==> config.mk <==
export PLATFORM = sky130hd
export DESIGN_NAME = bp_backproj_engine
export DESIGN_NICKNAME = d
export VERILOG_FILES = /design/src/rtl/bp_pkg.sv /design/src/rtl/bp_sweep_ctr.sv /design/src/rtl/bp_trig_lut.sv /design/src/rtl/bp_coord_addr.sv /design/src/rtl/bp_out_stage.sv /design/src/rtl/bp_backproj_engine.sv
export SDC_FILE = /design/constraint.sdc
export NUM_CORES = 1
export LEC_CHECK = 0
export ABC_AREA = 1
export BUFFER_PORTS_ARGS = -buffer_cell sky130_fd_sc_hd__buf_2
export CAP_MARGIN = 20
export CORE_UTILIZATION = 36
export DETAILED_ROUTE_END_ITERATION = 16
export HOLD_SLACK_MARGIN = 0.1
export MAX_ROUTING_LAYER = met4
export SLEW_MARGIN = 20
export SYNTH_ARGS = -nofsm -noshare
export SYNTH_HDL_FRONTEND = slang
export SYNTH_SLANG_ARGS = --single-unit
==> constraint.sdc <==
create_clock -name clk -period 6.16 [get_ports clk]
set_clock_uncertainty 0.15 [all_clocks]
set_input_delay 0 -clock clk [delete_from_list [all_inputs] [get_ports clk]]
set_output_delay 0 -clock clk [all_outputs]
set_load 0.02 [all_outputs]
==> src/rtl/bp_pkg.sv <==
package bp_pkg;

  typedef struct packed {
    logic valid;
    logic eoa;
    logic eof;
  } bp_meta_t;

  // Fixed-point sine/cosine code, rounded half away from zero.
  function automatic int trig_code(int deg, bit want_sin, int frac);
    real rad;
    real v;
    real s;
    rad = real'(deg) * 3.14159265358979323846 / 180.0;
    v   = want_sin ? $sin(rad) : $cos(rad);
    s   = v * (2.0 ** frac);
    if (s >= 0.0) return $rtoi(s + 0.5);
    else          return -$rtoi(0.5 - s);
  endfunction

endpackage

==> src/rtl/bp_sweep_ctr.sv <==
module bp_sweep_ctr
  import bp_pkg::*;
#(
  parameter int IMG_N       = 16,
  parameter int NUM_ANG     = 45,
  parameter int LEAD_ANGLES = 2,
  localparam int PIX_W = $clog2(IMG_N + 1),
  localparam int ANG_W = $clog2(NUM_ANG + 1)
) (
  input  logic             clk,
  input  logic             rst_n,
  output logic [PIX_W-1:0] col,
  output logic [PIX_W-1:0] row,
  output logic [ANG_W-1:0] ang,
  output bp_meta_t         meta
);

  localparam int LEAD_W = $clog2(LEAD_ANGLES + 2);

  logic [PIX_W-1:0]  col_q, col_d, row_q, row_d;
  logic [ANG_W-1:0]  ang_q, ang_d;
  logic [LEAD_W-1:0] lead_q, lead_d;
  logic col_last, row_last, pix_last, ang_last, lead_done;
  logic row_en, ang_en, lead_en;

  always_comb begin
    col_last  = (col_q == PIX_W'(IMG_N - 1));
    row_last  = (row_q == PIX_W'(IMG_N - 1));
    ang_last  = (ang_q == ANG_W'(NUM_ANG - 1));
    pix_last  = col_last & row_last;
    lead_done = (lead_q == LEAD_W'(LEAD_ANGLES));
    row_en    = col_last;
    lead_en   = pix_last & ~lead_done;
    ang_en    = pix_last & lead_done;
    col_d     = col_last ? '0 : col_q + 1'b1;
    row_d     = row_last ? '0 : row_q + 1'b1;
    lead_d    = lead_q + 1'b1;
    ang_d     = ang_last ? '0 : ang_q + 1'b1;
  end

  always_ff @(posedge clk or negedge rst_n) begin
    if (!rst_n) begin
      col_q  <= '0;
      row_q  <= '0;
      ang_q  <= '0;
      lead_q <= '0;
    end else begin
      col_q <= col_d;
      if (row_en)  row_q  <= row_d;
      if (lead_en) lead_q <= lead_d;
      if (ang_en)  ang_q  <= ang_d;
    end
  end

  assign col       = col_q;
  assign row       = row_q;
  assign ang       = ang_q;
  assign meta.valid = lead_done;
  assign meta.eoa   = lead_done & pix_last;
  assign meta.eof   = lead_done & pix_last & ang_last;

  AST_ANG_BOUND: assert property (@(posedge clk) disable iff (!rst_n)
    ang_q < ANG_W'(NUM_ANG));

  AST_COL_WRAP: assert property (@(posedge clk) disable iff (!rst_n)
    (col_q == PIX_W'(IMG_N - 1)) |=> (col_q == '0));

endmodule

==> src/rtl/bp_trig_lut.sv <==
module bp_trig_lut
  import bp_pkg::*;
#(
  parameter int NUM_ANG   = 45,
  parameter int ANG_STEP  = 4,
  parameter int TRIG_W    = 12,
  parameter int TRIG_FRAC = 10,
  localparam int ANG_W = $clog2(NUM_ANG + 1)
) (
  input  logic [ANG_W-1:0]         ang,
  output logic signed [TRIG_W-1:0] cos_v,
  output logic signed [TRIG_W-1:0] sin_v
);

  logic signed [TRIG_W-1:0] cos_tab [NUM_ANG];
  logic signed [TRIG_W-1:0] sin_tab [NUM_ANG];

  for (genvar g = 0; g < NUM_ANG; g++) begin : g_ang
    localparam int COS_I = trig_code(g * ANG_STEP, 1'b0, TRIG_FRAC);
    localparam int SIN_I = trig_code(g * ANG_STEP, 1'b1, TRIG_FRAC);
    assign cos_tab[g] = TRIG_W'(COS_I);
    assign sin_tab[g] = TRIG_W'(SIN_I);
  end

  assign cos_v = cos_tab[ang];
  assign sin_v = sin_tab[ang];

endmodule

==> src/rtl/bp_coord_addr.sv <==
module bp_coord_addr
  import bp_pkg::*;
#(
  parameter int IMG_N     = 16,
  parameter int PROJ_LEN  = 21,
  parameter int TRIG_W    = 12,
  parameter int TRIG_FRAC = 10,
  localparam int PIX_W  = $clog2(IMG_N + 1),
  localparam int ADDR_W = $clog2(PROJ_LEN)
) (
  input  logic                     clk,
  input  logic                     rst_n,
  input  logic [PIX_W-1:0]         col,
  input  logic [PIX_W-1:0]         row,
  input  logic signed [TRIG_W-1:0] cos_v,
  input  logic signed [TRIG_W-1:0] sin_v,
  input  bp_meta_t                 meta_in,
  output logic [ADDR_W-1:0]        rd_addr,
  output logic                     rd_en,
  output logic                     inr_out,
  output bp_meta_t                 meta_out
);

  localparam int CW     = PIX_W + 1;
  localparam int SW     = CW + TRIG_W + 1;
  localparam int C_CTR  = (IMG_N + 1) / 2;
  localparam int P_CTR  = (PROJ_LEN + 1) / 2;

  logic signed [CW-1:0] x_s, y_s;
  logic signed [SW-1:0] sum_d, sum_q, addr_full;
  logic                 inr_d, inr_q;
  logic [ADDR_W-1:0]    addr_q;
  bp_meta_t             meta1_q, meta2_q;

  always_comb begin
    x_s       = CW'(col) - CW'(C_CTR - 1);
    y_s       = CW'(C_CTR - 1) - CW'(row);
    sum_d     = SW'(x_s) * SW'(cos_v) + SW'(y_s) * SW'(sin_v);
    addr_full = (sum_q >>> TRIG_FRAC) + SW'(P_CTR);
    inr_d     = ~addr_full[SW-1] & (addr_full < SW'(PROJ_LEN));
  end

  always_ff @(posedge clk or negedge rst_n) begin
    if (!rst_n) begin
      sum_q   <= '0;
      meta1_q <= '0;
      addr_q  <= '0;
      inr_q   <= 1'b0;
      meta2_q <= '0;
    end else begin
      sum_q   <= sum_d;
      meta1_q <= meta_in;
      addr_q  <= addr_full[ADDR_W-1:0];
      inr_q   <= inr_d;
      meta2_q <= meta1_q;
    end
  end

  assign rd_addr  = addr_q;
  assign rd_en    = meta2_q.valid & inr_q;
  assign inr_out  = inr_q;
  assign meta_out = meta2_q;

  AST_RD_IN_BOUNDS: assert property (@(posedge clk) disable iff (!rst_n)
    rd_en |-> (rd_addr < ADDR_W'(PROJ_LEN)));

  AST_RD_QUALIFIED: assert property (@(posedge clk) disable iff (!rst_n)
    rd_en |-> meta_out.valid);

endmodule

==> src/rtl/bp_out_stage.sv <==
module bp_out_stage
  import bp_pkg::*;
#(
  parameter int DATA_W = 18
) (
  input  logic              clk,
  input  logic              rst_n,
  input  bp_meta_t          meta_in,
  input  logic              inr_in,
  input  logic [DATA_W-1:0] rd_data,
  output logic [DATA_W-1:0] pix_data,
  output logic              pix_valid,
  output logic              pix_eoa,
  output logic              pix_eof
);

  bp_meta_t          meta3_q;
  logic              inr3_q;
  logic [DATA_W-1:0] data_d;

  always_comb begin
    data_d = (meta3_q.valid & inr3_q) ? rd_data : '0;
  end

  always_ff @(posedge clk or negedge rst_n) begin
    if (!rst_n) begin
      meta3_q   <= '0;
      inr3_q    <= 1'b0;
      pix_data  <= '0;
      pix_valid <= 1'b0;
      pix_eoa   <= 1'b0;
      pix_eof   <= 1'b0;
    end else begin
      meta3_q   <= meta_in;
      inr3_q    <= inr_in;
      pix_data  <= data_d;
      pix_valid <= meta3_q.valid;
      pix_eoa   <= meta3_q.eoa;
      pix_eof   <= meta3_q.eof;
    end
  end

  AST_VALID_STAYS: assert property (@(posedge clk) disable iff (!rst_n)
    pix_valid |=> pix_valid);

  AST_EOA_QUALIFIED: assert property (@(posedge clk) disable iff (!rst_n)
    pix_eoa |-> pix_valid);

  AST_EOF_WITH_EOA: assert property (@(posedge clk) disable iff (!rst_n)
    pix_eof |-> pix_eoa);

endmodule

==> src/rtl/bp_backproj_engine.sv <==
module bp_backproj_engine
  import bp_pkg::*;
#(
  parameter int IMG_N       = 16,
  parameter int ANG_STEP    = 4,
  parameter int PROJ_LEN    = 21,
  parameter int TRIG_W      = 12,
  parameter int TRIG_FRAC   = 10,
  parameter int DATA_W      = 18,
  parameter int LEAD_ANGLES = 2,
  localparam int NUM_ANG = 180 / ANG_STEP,
  localparam int PIX_W   = $clog2(IMG_N + 1),
  localparam int ANG_W   = $clog2(NUM_ANG + 1),
  localparam int ADDR_W  = $clog2(PROJ_LEN)
) (
  input  logic              clk,
  input  logic              rst_n,
  output logic [ADDR_W-1:0] rd_addr,
  output logic              rd_en,
  input  logic [DATA_W-1:0] rd_data,
  output logic [DATA_W-1:0] pix_data,
  output logic              pix_valid,
  output logic              pix_eoa,
  output logic              pix_eof
);

  logic [1:0] rst_sync_q;
  logic       rst_i_n;

  always_ff @(posedge clk or negedge rst_n) begin
    if (!rst_n) rst_sync_q <= 2'b00;
    else        rst_sync_q <= {rst_sync_q[0], 1'b1};
  end
  assign rst_i_n = rst_sync_q[1];

  logic [PIX_W-1:0]         col, row;
  logic [ANG_W-1:0]         ang;
  logic signed [TRIG_W-1:0] cos_v, sin_v;
  bp_meta_t                 meta0, meta2;
  logic                     inr2;

  bp_sweep_ctr #(.IMG_N(IMG_N), .NUM_ANG(NUM_ANG), .LEAD_ANGLES(LEAD_ANGLES)) u_ctr (
    .clk(clk), .rst_n(rst_i_n), .col(col), .row(row), .ang(ang), .meta(meta0)
  );

  bp_trig_lut #(.NUM_ANG(NUM_ANG), .ANG_STEP(ANG_STEP), .TRIG_W(TRIG_W),
                .TRIG_FRAC(TRIG_FRAC)) u_trig (
    .ang(ang), .cos_v(cos_v), .sin_v(sin_v)
  );

  bp_coord_addr #(.IMG_N(IMG_N), .PROJ_LEN(PROJ_LEN), .TRIG_W(TRIG_W),
                  .TRIG_FRAC(TRIG_FRAC)) u_coord (
    .clk(clk), .rst_n(rst_i_n), .col(col), .row(row), .cos_v(cos_v), .sin_v(sin_v),
    .meta_in(meta0), .rd_addr(rd_addr), .rd_en(rd_en), .inr_out(inr2), .meta_out(meta2)
  );

  bp_out_stage #(.DATA_W(DATA_W)) u_out (
    .clk(clk), .rst_n(rst_i_n), .meta_in(meta2), .inr_in(inr2), .rd_data(rd_data),
    .pix_data(pix_data), .pix_valid(pix_valid), .pix_eoa(pix_eoa), .pix_eof(pix_eof)
  );

endmodule

### Word level (Yosys, flattened, before mapping)

Memories as Yosys holds them, arrays and structs flattened.
Cells that the tools add are included.

| storage, ports and cells | value |
|---|---|
| register bits | 76 |
| ROM bits | 1536 |
| input bits | 20 |
| output and inout port bits | 27 |
| word-level logic and storage cells | 58 |
| memories kept | 2 |

Memory list:

| name | words | bits a word | read ports | clocked after memory_dff | write ports | RTL line | text |
|---|---|---|---|---|---|---|---|
| (name not given) | 64 | 12 | 1 | 0 | 0 | bp_trig_lut.sv:25 | `assign cos_v = cos_tab[ang];` |
| (name not given) | 64 | 12 | 1 | 0 | 0 | bp_trig_lut.sv:26 | `assign sin_v = sin_tab[ang];` |

| cells by class | value |
|---|---|
| add/subtract/negate cells | 8 |
| multipliers | 2 |
| order comparisons | 2 |
| equal/unequal tests | 4 |
| mux-type cells | 8 |
| bitwise logic cells | 10 |

Operators by type and width:

| operator | number |
|---|---|
| $mux W12 | 4 |
| $mul A6 B12 Y18 | 2 |
| $add A19 B19 Y19 | 1 |
| $lt A19 B6 Y1 const B | 1 |
| $mux W18 | 1 |
| $add A5 B1 Y5 const B | 2 |
| $add A9 B5 Y10 const B | 1 |
| $eq A5 B4 Y1 const B | 2 |
| $mux W5 | 2 |
| $and A1 B1 Y1 | 7 |
| $ge A7 B7 Y1 const B | 1 |
| $not A6 Y7 | 1 |
| $add A6 B1 Y6 const B | 1 |
| $eq A6 B6 Y1 const B | 1 |
| $mux W6 | 1 |
| $sub A3 B5 Y6 const A | 1 |
| $sub A5 B3 Y6 const B | 1 |
| $add A2 B1 Y2 const B | 1 |
| $eq A2 B2 Y1 const B | 1 |
| $not A1 Y1 | 2 |

### Depth between registers and ports, before layout

Gate-level depths: netlist (run 1).

| depth | value |
|---|---|
| depth in word-level cells | 6 |
| mapped depth | 38 |
| depth with buffers taken out | 38 |

### Hierarchy

A second synthesis (run 1) with hierarchy kept.

| unflattened totals | value |
|---|---|
| cell total of the unflattened synthesis | 1238 |
| area, all modules | 9399.0 um2 |

Modules (own cells, without submodules):

| module | times used | cells each | area an instance (um2) | seq. area each (um2) |
|---|---|---|---|---|
| bp_coord_addr | 1 | 793 | 6282.3 | 525.5 |
| bp_trig_lut | 1 | 274 | 1346.3 | 0.0 |
| bp_sweep_ctr | 1 | 105 | 938.4 | 450.4 |
| bp_out_stage | 1 | 63 | 778.2 | 625.6 |
| bp_backproj_engine | 1 | 3 | 53.8 | 50.0 |

### Worst setup path before layout (run 1)

OpenSTA, ideal clock, no wires.

| timing | value |
|---|---|
| path kind | reg2reg |
| start | register u_ctr.ang_q[1] (netlist: u_ctr.ang[1]) |
| end | register u_coord.sum_q[17] |
| setup time | 121 ps |
| arrival | 6465 ps |
| required time | 5889 ps |
| slack | -576 ps |
| cell stages (with the launch flop) | 34 |
| path buffers | 0 |
| clock period less this slack | 6736 ps |
| cell sequence | dfrtp_1 inv_2 ha_1 inv_1 nor2_1 o32ai_1 o31ai_1 nand2_1 inv_1 nand2_1 fa_1 fa_1 inv_1 fa_1 inv_1 fa_1 inv_1 fa_1 a21oi_1 o21bai_1 a21oi_1 o21ai_1 a21oi_1 o21ai_1 xor2_1 ha_1 inv_1 nor3_1 inv_1 nor2_1 a221oi_1 o21ai_1 nand2_1 nand2_1 |

| on the way | value |
|---|---|
| word-level cells in the longest chain between the ends | 6 |
| elaborated cells on any way between the ends | 10 |
| those cells by class | add/sub (1); mul (2); mux (4); bitwise (1); memory (2) |

Ends and longest elaborated chain:

| item | RTL line | text |
|---|---|---|
| from (decl) | bp_sweep_ctr.sv:21 | `logic [ANG_W-1:0] ang_q, ang_d;` |
| from (signal assigned) | bp_sweep_ctr.sv:51 | `if (ang_en) ang_q <= ang_d;` |
| $not A6 Y7 (implied by the code) (*) | bp_trig_lut.sv:25, bp_trig_lut.sv:26 |  |
| $mem_v2 Z64 W12 (on tied branches) | - |  |
| $mux W12 (on tied branches) (2 in series) | bp_trig_lut.sv:25, bp_trig_lut.sv:26 |  |
| $mul A6 B12 Y18 | bp_coord_addr.sv:38 | `sum_d = SW'(x_s) * SW'(cos_v) + SW'(y_s) * SW'(sin_v);` |
| $add A19 B19 Y19 (*) | bp_coord_addr.sv:38 |  |
| net u_coord.sum_d[17] | bp_coord_addr.sv:30 | `logic signed [SW-1:0] sum_d, sum_q, addr_full;` |
| to (signal assigned) | bp_coord_addr.sv:51 | `sum_q <= sum_d;` |
| to (decl) | bp_coord_addr.sv:30 |  |

The timed path passes the listed nets; every way through them passes the cells marked *. The select of a mux whose other input is x is not followed.
A chain may end at the register's enable or synchronous reset.

### Worst setup path in the final report (run 1)

Same ends and word-level chain as after synthesis.

==> results of run 1 <==
## state kept, by name, indices dropped and copies added (netlist names), 3 cells and up
name and count:
u_coord.meta_out 3, u_out.pix_data 18, u_out.meta3_q 3, u_ctr.col 5
u_ctr.ang 6, u_coord.meta1_q 3, u_ctr.row 5, u_coord.rd_addr 5
u_coord.sum_q 9
## metal layers
layer / wire length [um] / GRT usage, %
met4: 992 / 8.64
met2: 12800 / 40.1
met3: 770 / 2.15
met5: 0 / -
met1: 11300 / 26.4
## how the worst max path moves through the flow
stage | from | to | slack [ns]
2_1_floorplan | u_ctr.ang[1] | u_coord.sum_q[17] | -0.05
3_5_place_dp | u_ctr.ang[1] | u_coord.sum_q[17] | -0.66
5_1_grt | u_ctr.ang[1] | u_coord.sum_q[17] | -0.71
4_1_cts | u_ctr.ang[1] | u_coord.sum_q[17] | -0.28
3_3_place_gp | u_ctr.ang[1] | u_coord.sum_q[17] | -0.64
6_report | u_ctr.ang[1] | u_coord.sum_q[17] | -0.41
## cell usage after synthesis, drive strengths merged (3+ instances only)
library cell,count,share of area [%]
a211oi,3,0.38
a21o,4,0.35
a21oi,70,4.2
a31oi,3,0.22
buf,11,0.93
clkbuf,11,0.48
dfrtp,66,19
fa,83,19
ha,109,16
inv,199,8.7
nand2,163,7.2
nand3,42,2.6
nand4,3,0.22
nor2,189,8.4
nor3,14,0.81
nor4,3,0.22
o2111ai,4,0.41
o211ai,12,1.0
o21a,3,0.26
o21ai,46,2.7
o21bai,4,0.35
o22ai,4,0.29
o31ai,3,0.32
xnor2,14,1.4
xor2,31,3.2
## worst max-delay path: cells and delay by family, from the launching register on
family,cells,cell delay [ns]
AO/OA/AOI/OAI,10,1.37
XOR/XNOR,1,0.20
adder cells (fa/ha/maj),7,2.74
buffers and inverters,10,0.98
flip-flops,1,0.44
AND/OR/NAND/NOR,9,0.56
## cell families after synthesis
group | count (synthesis) | synth area share (%)
compound gates | 162 | 11.1
fa+ha+maj | 192 | 35.0
simple gates | 420 | 19.9
flops | 66 | 19.1
xor+xnor | 45 | 4.65
buf+inv | 223 | 10.2
other cells | 1 | 0.0434
## final cells by class
class | instances | area [um^2] | area share (%)
multi-input cells | 820 | 6900 | 56.3
clock buffers | 9 | 225 | 1.84
well taps | 319 | 399 | 3.26
flip-flops and latches | 66 | 1660 | 13.5
repair buffers | 292 | 2200 | 18.0
inverters | 201 | 769 | 6.28
clock inverters | 7 | 100 | 0.816
## power by group through the flow
stage / registers (mW) / logic, mW / clock network [mW]
floorplan: 0.448 / 0.00221 / 0
global placement: 0.442 / 0.0172 / 0
detailed placement: 0.442 / 0.0171 / 0
CTS: 0.434 / 0.0268 / 0.581
global route: 0.434 / 0.0309 / 0.598
finish: 0.434 / 0.0265 / 0.570
## what timing repair did
item	in CTS	in global routing
endpoints found under the setup margin	9	9
hold buffers	20	0
hold endpoints to repair	20	0
setup buffers	15	9
gates resized for setup	99	77
pin swaps	60	60
## per-stage QoR
| stage | utilization (%) | TNS (ns) |
|---|---|---|
| 6_report | 52.1 | -2.22 |
| 5_1_grt | 52.1 | -5.08 |
| 2_1_floorplan | - | -0.0548 |
| 4_1_cts | 50.4 | -1.45 |
| 3_3_place_gp | 45.8 | -3.89 |
| 3_5_place_dp | 45.8 | -3.82 |
==> results.yml, run 1 <==
place:
  dpl.cell_count: 1655
  pre_cts_ws_ns: -0.663
  dpl.hpwl_um: 20200
  port_buffers: 46
  gp_congestion: 0.995
  dp_area_um2: 10800
layout:
  antenna_cells: 0
  layout.cells.non_filler: 1714
  nNetsFinal: 1602
  layout-drive-gt1-share_pct: 32.9
  layout.cells.most_common_list: "sky130_fd_sc_hd__buf_4, sky130_fd_sc_hd__inv_1, sky130_fd_sc_hd__nor2_1"
  layout-area-overhead-vs-synth_pct: 41.8
  mostFrequentLayoutCell: "sky130_fd_sc_hd__buf_4"
  finish.instance_area_um2: 12300
  nFillCells: 2209
status:
  violations: "setup timing"
  status: "finished with violations"
worst_setup_path:
  worst-endpoint-required_ns: 6.25
  ff2ff_setup_slack_ns: -0.41
  worstSetupStartpointType: "flip-flop"
  timing_worst_setup_path_type: "flip-flop to flip-flop"
  worstRegToRegCells: 37
  worstReg2RegStart: "u_ctr.ang[1]"
  critical_path_peak_fanout: 4
  reg_to_reg_endpoint: "u_coord.sum_q[17]"
  cp_slowest_stage_delay_ns: 0.51
  critical_path_arrival_ns: 6.66
  critical_path.most_common_cell: "sky130_fd_sc_hd__nand2_1"
  worst_setup_path_end_kind: "flip-flop"
  critPathSlowestCell: "sky130_fd_sc_hd__fa_1"
timing:
  report.final.setup_viol: 9
  post-route-period-util_pct: 107
  worst_pin_slew_ns: 0.801
  setup_repair_after_global_routing_missed_its_margin: "true"
  final.setup.worst_slack_ns: -0.409
  maxClockFrequency_mhz: 152
  finalHoldViolations: 0
  holdWs_ns: 0.196
  timing.max_slew.rel_slack_pct: 46.6
  timing.final.max_slew_violations: 0
  timing.final.crit_period_ns: 6.57
yosys:
  asyncSetResetFlopFracSynth_pct: 100
  synth-edff-count: 0
  synth.cell_area_um2: 8640
  netlist_instances: 1109
  postSynth.topFlopCell: "sky130_fd_sc_hd__dfrtp_1"
  post_synth.cell_area_avg_um2: 7.79
  fraction_of_the_yosys_area_taken_by_sequential_cells_pct: 19.1
  yosys_warnings: 0
  syn-num-nets: 1321
  ys_ff_latch: 66
  synth_cell_types: 52
clock_network:
  clk-insertion-delay-late_ns: 0.35
  cts.clk_slew.worst_paths_ns: 0.07
  numClockSinks: 66
  cts-buffers-inserted: 9
  clk_root_buffer_cell: "sky130_fd_sc_hd__clkbuf_16"
  cts_buffer_depth: 2
  tritoncts_clock_tree: "yes"
  cts_h_tree_lvls: 3
route:
  aggregate_routed_wire_length_um: 25900
  detailedRoute.firstPassIterationCount: 5
  route.vias.total: 8302
  drt_iter0_markers: 463
  drcViolationCount: 0
  antenna_left: 0
  routed_via_density: 4.84
  drt-wirelength-per-cell_um: 15.1
pwr:
  vdd_ir_max_uv: 114
  p_per_area_nw_per_um2: 84.1
  power_frac_comb_pct: 2.6
  clkPwrFrac_pct: 55.3
  power_report.internal_total_mw: 0.806
  post-layout-total-power_mw: 1.03
  p_leak_nw: 6.52
  pwr-share-seq_pct: 42.1
  p_switching_mw: 0.225
  p_sw_share_pct: 21.9
floorplanning:
  floorplan.rows: 56
  start_util_pct: 36.7
  die_w_um: 157
  die_ht_um: 157
  floorplan.core_area_um2: 23500
  floorplan_die_area_um2: 24600
  design.portCount: 47
global_route:
  groute.usage.overall_pct: 22.6
  globalRouteOverflowTotal: 0
  initial_antenna_violation_count: 0
  largest_net_degree_at_the_start_of_global_routing: 65
  grt_pass1_wl_um: 42600
  grt_pass1_vias: 8901
min_path:
  hold_path_depth: 0
  hold-path-endpoint: "u_out.pix_eoa"
  timing.hold.worst.class: "flip-flop to flip-flop"
  hold_path_startpoint: "u_out.meta3_q[1]"
job:
  drv_cap: 0
(Power assumes the default switching activity.)
==> run 2, diff against run 1 <==
--- a/config.mk
+++ b/config.mk
@@ -9,6 +9,7 @@
 export BUFFER_PORTS_ARGS = -buffer_cell sky130_fd_sc_hd__buf_2
 export CAP_MARGIN = 20
 export CORE_UTILIZATION = 36
+export CTS_BUF_LIST = sky130_fd_sc_hd__clkbuf_4
 export DETAILED_ROUTE_END_ITERATION = 16
 export HOLD_SLACK_MARGIN = 0.1
 export MAX_ROUTING_LAYER = met4
==> results.yml, run 2 (synthesis gave the netlist of run 1 again) <==
timing:
  report.final.setup_viol: 9
  timing.final.max_slew_violations: 0
  holdWs_ns: 0.142
  fin_tns_setup_ns: -1.56
  timing.final.crit_period_ns: 6.52
  worst_pin_slew_ns: 0.800
  maxClockFrequency_mhz: 153
  final.setup.worst_slack_ns: -0.357
  finalHoldViolations: 0
  post-route-period-util_pct: 106
  setup_repair_after_global_routing_missed_its_margin: "true"
  timing.max_slew.rel_slack_pct: 46.6
min_path:
  hold_path_startpoint: "rd_data[9]"
  hold_path_depth: 4
  hold-path-endpoint: "u_out.pix_data[9]"
  timing.hold.worst.class: "input port to flip-flop"
layout:
  layout.cells.most_common_list: "sky130_fd_sc_hd__buf_4, sky130_fd_sc_hd__inv_1, sky130_fd_sc_hd__nor2_1"
  layout-area-overhead-vs-synth_pct: 41.9
  nNetsFinal: 1610
  layout-drive-gt1-share_pct: 34.3
  largest_register_ff_count: 18
  antenna_cells: 0
  mostFrequentLayoutCell: "sky130_fd_sc_hd__buf_4"
  largest_register: "u_out.pix_data"
  nFillCells: 2192
  layout.cells.non_filler: 1722
floorplanning:
  start_util_pct: 36.7
  die_ht_um: 157
  die_w_um: 157
  floorplan.rows: 56
  floorplan.core_area_um2: 23500
  floorplan_die_area_um2: 24600
  design.portCount: 47
global_route:
  grt_pass1_vias: 9020
  initial_antenna_violation_count: 0
  largest_net_degree_at_the_start_of_global_routing: 65
  grt_pass1_wl_um: 43100
  groute.usage.overall_pct: 22.9
  globalRouteOverflowTotal: 0
status:
  status: "finished with violations"
  violations: "setup timing"
pwr:
  vdd_ir_max_uv: 112
  p_per_area_nw_per_um2: 66.8
  power_report.internal_total_mw: 0.616
  pwr-share-seq_pct: 53.0
  p_leak_nw: 6.45
  power_frac_comb_pct: 3.2
  p_sw_share_pct: 24.9
  p_switching_mw: 0.204
  clkPwrFrac_pct: 43.8
place:
  pre_cts_ws_ns: -0.663
  gp_congestion: 0.995
  dpl.hpwl_um: 20200
  dpl.cell_count: 1655
  port_buffers: 46
job:
  drv_cap: 0
route:
  routed_via_density: 4.83
  aggregate_routed_wire_length_um: 25600
  detailedRoute.firstPassIterationCount: 5
  route.vias.total: 8323
  drt_iter0_markers: 504
  drt-wirelength-per-cell_um: 14.9
  antenna_left: 0
  drcViolationCount: 0
clock_network:
  tritoncts_clock_tree: "yes"
  cts-buffers-inserted: 9
  cts_h_tree_lvls: 3
  clk-insertion-delay-late_ns: 0.45
  cts_buffer_depth: 2
  cts.clk_slew.worst_paths_ns: 0.15
  numClockSinks: 66
  clk_root_buffer_cell: "sky130_fd_sc_hd__clkbuf_4"
worst_setup_path:
  critPathSlowestCell: "sky130_fd_sc_hd__fa_1"
  worstSetupStartpointType: "flip-flop"
  critical_path_arrival_ns: 6.72
  critical_path.startpoint: "u_ctr.ang[0]"
  worst_setup_path_end_kind: "flip-flop"
  worst-endpoint-required_ns: 6.37
  critical_path.most_common_cell: "sky130_fd_sc_hd__inv_1"
  reg_to_reg_endpoint: "u_coord.sum_q[17]"
  critical_path_peak_fanout: 5
  cp_slowest_stage_delay_ns: 0.52
  worstReg2RegStart: "u_ctr.ang[0]"
  timing_worst_setup_path_type: "flip-flop to flip-flop"
  worstRegToRegCells: 36
  ff2ff_setup_slack_ns: -0.36
run 2: cell types whose count changed in the layout (fill, tap and decap cells not counted), sizes merged:
cell,before,now
buf,272,280
run 2: worst max path at each step:
stage | end | slack, ns | cells past startpoint
global route | u_coord.sum_q[17] | -0.65 | 38
detailed placement | u_coord.sum_q[17] | -0.66 | 30
finish | u_coord.sum_q[17] | -0.36 | 36
global placement | u_coord.sum_q[17] | -0.64 | 32
floorplan | u_coord.sum_q[17] | -0.05 | 33
CTS | u_coord.sum_q[17] | -0.27 | 34
run 2: routing by layer:
metal  GRT usage, %  share of wire [%]
met1           26.5                 44
met2           40.2                 49
met3           2.29                3.6
met4           9.94                3.9
met5              -                  0
run 2: critical path: cells and delay by family (launching register included):
family / cells / cell delay, ns
fa+ha+maj: 7 / 2.77
compound gates: 10 / 1.32
buf+inv: 10 / 0.94
simple gates: 8 / 0.58
flops: 1 / 0.46
xor+xnor: 1 / 0.21
run 2: layout make-up:
type	instances	area (um^2)	area share [%]
Multi-Input combinational cell	820	7010	57.2
Tap cell	319	399	3.25
Inverter	201	772	6.29
Clock inverter	7	100	0.816
Timing Repair Buffer	300	2260	18.4
Clock buffer	9	67.6	0.551
Sequential cell	66	1660	13.5
run 2: metrics by stage:
stage | util, % | power (mW) | instance area (um^2)
after CTS | 51.0 | 0.827 | 12000
after floorplan | - | 0.450 | 8730
after global routing | 52.1 | 0.847 | 12300
after global placement | 45.8 | 0.460 | 10800
after detailed placement | 45.8 | 0.459 | 10800
final | 52.1 | 0.820 | 12300
run 2: what timing repair did:
action / CTS / global route
resized for setup: 138 / 53
hold buffers: 20 / 0
endpoints found under the setup margin: 9 / 9
setup buffers: 26 / 8
pin swaps: 91 / 54
hold endpoints to repair: 20 / 0
run 2: power by group through the flow:
stage,combinational (mW),clock (mW),sequential [mW]
floorplan,0.00221,0,0.448
global placement,0.0172,0,0.442
detailed placement,0.0171,0,0.442
CTS,0.0268,0.366,0.434
global route,0.0309,0.382,0.434
finish,0.0265,0.359,0.434
